**src/rtl/flash_bus_pkg.sv**
```systemverilog
package flash_bus_pkg;

  typedef enum logic [2:0] {
    MODE_RESET    = 3'd0,
    MODE_RECOVER  = 3'd1,
    MODE_STANDBY  = 3'd2,
    MODE_OUTDIS   = 3'd3,
    MODE_ARD      = 3'd4,
    MODE_SRD      = 3'd5,
    MODE_WRITE    = 3'd6,
    MODE_CONFLICT = 3'd7
  } bus_mode_e;

  // Classify one sampled set of control levels.
  function automatic bus_mode_e fb_decode(input logic rst_n, input logic rdy,
                                          input logic ce_n, input logic oe_n,
                                          input logic we_n, input logic adv_n,
                                          input logic bclk_act);
    bus_mode_e m;
    if (!rst_n)                 m = MODE_RESET;
    else if (!rdy)              m = MODE_RECOVER;
    else if (ce_n)              m = MODE_STANDBY;
    else if (oe_n && we_n)      m = MODE_OUTDIS;
    else if (oe_n)              m = MODE_WRITE;
    else if (!we_n)             m = MODE_CONFLICT;
    else if (bclk_act && !adv_n) m = MODE_SRD;
    else                        m = MODE_ARD;
    return m;
  endfunction

  function automatic logic fb_is_read(input bus_mode_e m);
    return (m == MODE_ARD) || (m == MODE_SRD);
  endfunction

  function automatic logic fb_wait_on(input bus_mode_e m, input logic admux);
    return fb_is_read(m) || ((m == MODE_OUTDIS) && admux);
  endfunction

  function automatic logic fb_is_quiet(input bus_mode_e m);
    return (m == MODE_RESET) || (m == MODE_STANDBY);
  endfunction

endpackage

```
**src/rtl/fb_clk_activity.sv**
```systemverilog
module fb_clk_activity #(
  parameter int ACT_WIN = 4
) (
  input  logic clk,
  input  logic por_n,
  input  logic bclk,
  output logic active
);
  localparam int AW = $clog2(ACT_WIN + 1);

  logic          bclk_q;
  logic [AW-1:0] idle_cnt;
  logic          toggled;

  assign toggled = bclk ^ bclk_q;

  always_ff @(posedge clk or negedge por_n) begin
    if (!por_n) begin
      bclk_q   <= 1'b0;
      idle_cnt <= AW'(ACT_WIN);
    end else begin
      bclk_q <= bclk;
      if (toggled)
        idle_cnt <= '0;
      else if (idle_cnt != AW'(ACT_WIN))
        idle_cnt <= idle_cnt + 1'b1;
    end
  end

  assign active = toggled | (idle_cnt < AW'(ACT_WIN));
endmodule

```
**src/rtl/fb_recovery.sv**
```systemverilog
module fb_recovery #(
  parameter int RECOV_CYC = 8
) (
  input  logic clk,
  input  logic por_n,
  input  logic rst_pin_n,
  output logic ready
);
  localparam int RW = $clog2(RECOV_CYC + 1);

  logic [RW-1:0] elapsed;

  always_ff @(posedge clk or negedge por_n) begin
    if (!por_n)
      elapsed <= '0;
    else if (!rst_pin_n)
      elapsed <= '0;
    else if (elapsed != RW'(RECOV_CYC))
      elapsed <= elapsed + 1'b1;
  end

  assign ready = (elapsed == RW'(RECOV_CYC));
endmodule

```
**src/rtl/fb_pe_engine.sv**
```systemverilog
module fb_pe_engine #(
  parameter int PE_CYC = 20
) (
  input  logic clk,
  input  logic por_n,
  input  logic accept,
  input  logic kill,
  output logic busy,
  output logic aborted,
  output logic done_evt
);
  localparam int PW = $clog2(PE_CYC + 1);

  logic [PW-1:0] remain;

  assign done_evt = busy && !kill && (remain == PW'(1));

  always_ff @(posedge clk or negedge por_n) begin
    if (!por_n) begin
      busy    <= 1'b0;
      remain  <= '0;
      aborted <= 1'b0;
    end else if (kill) begin
      if (busy) aborted <= 1'b1;
      busy   <= 1'b0;
      remain <= '0;
    end else if (accept) begin
      busy    <= 1'b1;
      remain  <= PW'(PE_CYC);
      aborted <= 1'b0;
    end else if (busy) begin
      if (done_evt) begin
        busy   <= 1'b0;
        remain <= '0;
      end else begin
        remain <= remain - 1'b1;
      end
    end
  end
endmodule

```
**src/rtl/flash_bus_ctrl.sv**
```systemverilog
module flash_bus_ctrl
  import flash_bus_pkg::*;
#(
  parameter int RECOV_CYC = 8,
  parameter int PE_CYC    = 20,
  parameter int ACT_WIN   = 4
) (
  input  logic       clk,
  input  logic       por_n,
  input  logic       pin_rst_n,
  input  logic       pin_ce_n,
  input  logic       pin_oe_n,
  input  logic       pin_we_n,
  input  logic       pin_adv_n,
  input  logic       pin_bclk,
  input  logic       cfg_admux,
  input  logic       pe_start,
  output logic [2:0] bus_mode,
  output logic       dq_oe,
  output logic       dq_in_en,
  output logic       wait_drive,
  output logic       wr_strobe,
  output logic       ready,
  output logic       pe_busy,
  output logic       pe_abort_flag,
  output logic       active_current
);
  // named internal events, visible to the bound checker
  logic      bclk_active;
  logic      pe_accept;
  logic      pe_done;
  logic      wr_phase_q;
  bus_mode_e mode;

  fb_clk_activity #(.ACT_WIN(ACT_WIN)) act_i (
    .clk(clk), .por_n(por_n), .bclk(pin_bclk), .active(bclk_active));

  fb_recovery #(.RECOV_CYC(RECOV_CYC)) rec_i (
    .clk(clk), .por_n(por_n), .rst_pin_n(pin_rst_n), .ready(ready));

  assign pe_accept = pe_start && pin_rst_n && ready && !pe_busy;

  fb_pe_engine #(.PE_CYC(PE_CYC)) pe_i (
    .clk(clk), .por_n(por_n), .accept(pe_accept), .kill(!pin_rst_n),
    .busy(pe_busy), .aborted(pe_abort_flag), .done_evt(pe_done));

  always_comb
    mode = fb_decode(pin_rst_n, ready, pin_ce_n, pin_oe_n, pin_we_n,
                     pin_adv_n, bclk_active);

  always_ff @(posedge clk or negedge por_n) begin
    if (!por_n) wr_phase_q <= 1'b0;
    else        wr_phase_q <= (mode == MODE_WRITE);
  end

  assign bus_mode       = mode;
  assign dq_oe          = fb_is_read(mode);
  assign dq_in_en       = (mode == MODE_WRITE);
  assign wait_drive     = fb_wait_on(mode, cfg_admux);
  assign wr_strobe      = wr_phase_q && (mode == MODE_OUTDIS);
  assign active_current = pe_busy || !fb_is_quiet(mode);
endmodule

```
**config.mk**
```make
export PLATFORM = sky130hd
export DESIGN_NAME = flash_bus_ctrl
export DESIGN_NICKNAME = d
export VERILOG_FILES = /design/src/rtl/flash_bus_pkg.sv /design/src/rtl/fb_clk_activity.sv /design/src/rtl/fb_recovery.sv /design/src/rtl/fb_pe_engine.sv /design/src/rtl/flash_bus_ctrl.sv
export SDC_FILE = /design/constraint.sdc
export NUM_CORES = 1
export LEC_CHECK = 0
export ABC_AREA = 1
export BUFFER_PORTS_ARGS = -buffer_cell sky130_fd_sc_hd__buf_2
export CAP_MARGIN = 40
export CORE_MARGIN = 2
export CORE_UTILIZATION = 54
export DETAILED_ROUTE_END_ITERATION = 7
export GPL_TIMING_DRIVEN = 0
export PLACE_DENSITY = 0.85
export SLEW_MARGIN = 5
export SYNTH_ARGS = -nofsm -noshare
export SYNTH_HDL_FRONTEND = slang
export SYNTH_HIERARCHICAL = 1
export SYNTH_SLANG_ARGS = --single-unit
```
**constraint.sdc**
```tcl
create_clock -name clk -period 2.18 [get_ports clk]
set_input_delay 0 -clock clk [delete_from_list [all_inputs] [get_ports clk]]
set_output_delay 0 -clock clk [all_outputs]
set_load 0.01 [all_outputs]
```
==> results.json <==
{
  "track_usage_pct": 20.4,
  "max_stage_delay_ps": 420,
  "grt_pass1_vias": 960,
  "finalHoldViolations": 0,
  "cts_sinks": 16,
  "numPortBuffers": 20,
  "power_frac_seq_pct": 52.1,
  "post-route-period-util_pct": 87.9,
  "cts-root-buf": "clkbuf_4",
  "worst_slack_ps": 264,
  "min_period_ps": 1920,
  "post_cts_buffers": 0,
  "globalRouteMet1Util_pct": 24.8,
  "grt_most_used_layer": "met2",
  "combPwrFrac_pct": 16.2,
  "worst_pin_slew_ps": 368,
  "drcViolationCount": 0,
  "core_area_um2": 1920,
  "slew_viol_final": 0,
  "grtUsageMet2_pct": 37.2,
  "nets": 198,
  "utilization_pct": 66.3,
  "fin_setup_tns_ps": 0,
  "area_growth_pct": 18.1,
  "fmax_ghz": 0.522,
  "setup_violations": 0,
  "cp_max_fo": 8,
  "cp_top_family": "simple AND/OR/NAND/NOR gates",
  "die_h_um": 48.7,
  "ioPinCount": 21,
  "fin_skew_ps": 0.786,
  "power.density_nw_per_um2": 497,
  "timing_worst_setup_path_type": "flop to output pin",
  "avgSynthCellArea_um2": 6.97,
  "placementRows": 16,
  "cp-start-kind": "flop",
  "yosys_warnings": 6,
  "place_inst": 202,
  "power_switching_uw": 178,
  "cts.path.max_buffers": 2,
  "antenna_found_initial": 0,
  "drt_pass1_iterations": 4,
  "drive_gt1_share_pct": 27.6,
  "grt_max_degree": 17,
  "grt_setup_unrepaired": "no",
  "critPathCaptureType": "output pin",
  "multiInputGateArea_um2": 563,
  "htree_levels": 1,
  "insertion_delay_ps": 290,
  "arrival_ps": 1920,
  "hp-class": "primary input to flop",
  "regArea_um2": 402,
  "dpl.hpwl_um": 1640,
  "max_cap_viol_count": 0,
  "gr-total-overflow": 0,
  "p_int_uw": 456,
  "viasPerCell": 4.77,
  "n_antenna_cell": 0,
  "slew_headroom_pct": 75.5,
  "status": "finished, final reports clean",
  "syn_nets": 171,
  "p_leak_nw": 0.741,
  "worstPathCellList": "inv_1, ha_1, nand2_1, nor2_4, nand2_1, clkinv_1, nand2_1, nor2_2, nand4_1, nand2_1, buf_2",
  "swShare_pct": 28.1,
  "cts_buffers": 3,
  "cts_tree": "done",
  "wl_per_cell_um": 10.0,
  "worst-path-buf-inv": 3,
  "wl_um": 2090,
  "clkPwrFrac_pct": 31.7,
  "slowest_stage": "dfrtp_1",
  "die_area_um2": 2370,
  "die_w_um": 48.7,
  "stdcell_count": 208,
  "cp_common_cell": "nand2_1",
  "ant_nets": 0,
  "grt_pass1_wl_um": 3860,
  "place_congestion": 0.823,
  "irDropWorstVdd_uv": 448,
  "fill_cells": 171,
  "place_ws_ps": 260,
  "dr.first_iter.drc_count": 25,
  "met3_usage_pct": 1.85,
  "path_clk_slew_ps": 100,
  "vias": 992,
  "netlist_instances": 155,
  "syn_area_um2": 1080,
  "cp.required_ps": 2180,
  "start_util_pct": 56.2
}
==> placed cells by master, fill, tap and decap left out, types with 2 or more instances in the layout <==
cell and instances:
o21bai_2 2, clkbuf_4 3, buf_2 20, nor2_4 2, ha_1 6, nand2_2 7
nand3_1 13, nor2_2 8, o21ai_1 2, dfrtp_1 15, clkinv_1 2, nor2_1 10
inv_1 26, inv_2 4, a21oi_2 2, dlygate4sd3_1 2, nand2_1 51
==> power by group through the flow <==
stage | registers [mW] | clock network (mW) | logic, mW
global route | 0.332 | 0.210 | 0.123
CTS | 0.329 | 0.200 | 0.103
finish | 0.330 | 0.201 | 0.103
global placement | 0.334 | 0 | 0.0926
detailed placement | 0.335 | 0 | 0.0994
floorplan | 0.332 | 0 | 0.0656
==> worst paths after layout <==
path	start	to	slack (ps)	cells after the start
min reg2reg	pe_i/aborted	pe_i/aborted	520	2
min in group asynchronous	por_n	pe_i/aborted	140	2
max in group asynchronous	por_n	act_i/idle_cnt[2]	1730	2
min	pin_rst_n	rec_i/elapsed[3]	30	3
max	rec_i/elapsed[0]	wait_drive	260	11
max reg2reg	rec_i/elapsed[0]	pe_i/remain[3]	330	13
==> metal layers <==
layer	wire, µm	vias to the layer above
met5	0	-
met4	26	0
met3	94	4
met2	1010	30
met1	959	443
li1	-	515
==> area by class of cell <==
| class | count | share of cell area, % |
|---|---|---|
| Clock buffer | 4 | 2.85 |
| Inverter | 32 | 9.42 |
| Multi-Input combinational cell | 107 | 44.2 |
| Sequential cell | 16 | 31.5 |
| Tap cell | 27 | 2.65 |
| Timing Repair Buffer | 22 | 9.42 |
==> sequential cells by signal, summed over array words and instances (netlist names) <==
name and flops:
act_i/bclk_q 1, act_i/idle_cnt 3, pe_i/aborted 1, pe_i/busy 1
pe_i/remain 5, rec_i/elapsed 4, wr_phase_q 1
==> metrics by stage <==
| stage | cell area [µm²] | total power, mW | hold WS, ps |
|---|---|---|---|
| global route | 1270 | 0.665 | 40.3 |
| global placement | 1210 | 0.426 | -68.3 |
| detailed placement | 1210 | 0.434 | -65.3 |
| CTS | 1270 | 0.632 | 32.8 |
| finish | 1270 | 0.633 | 33.1 |
| floorplan | 1080 | 0.398 | -296 |
==> timing repair <==
| action | CTS | global route |
|---|---|---|
| resized for setup | 0 | 1 |
| hold buffers | 2 | 0 |
| endpoints found under the hold margin | 17 | 0 |
| endpoints found under the setup margin | 0 | 2 |
==> worst reg2reg max path, delay by kind of cell (launching register included) <==
kind,cells,cell delay (ps)
simple gates,9,940
flops,1,420
fa+ha+maj,1,170
buf+inv,3,230
No activity file was read; power rests on OpenSTA's default activity.
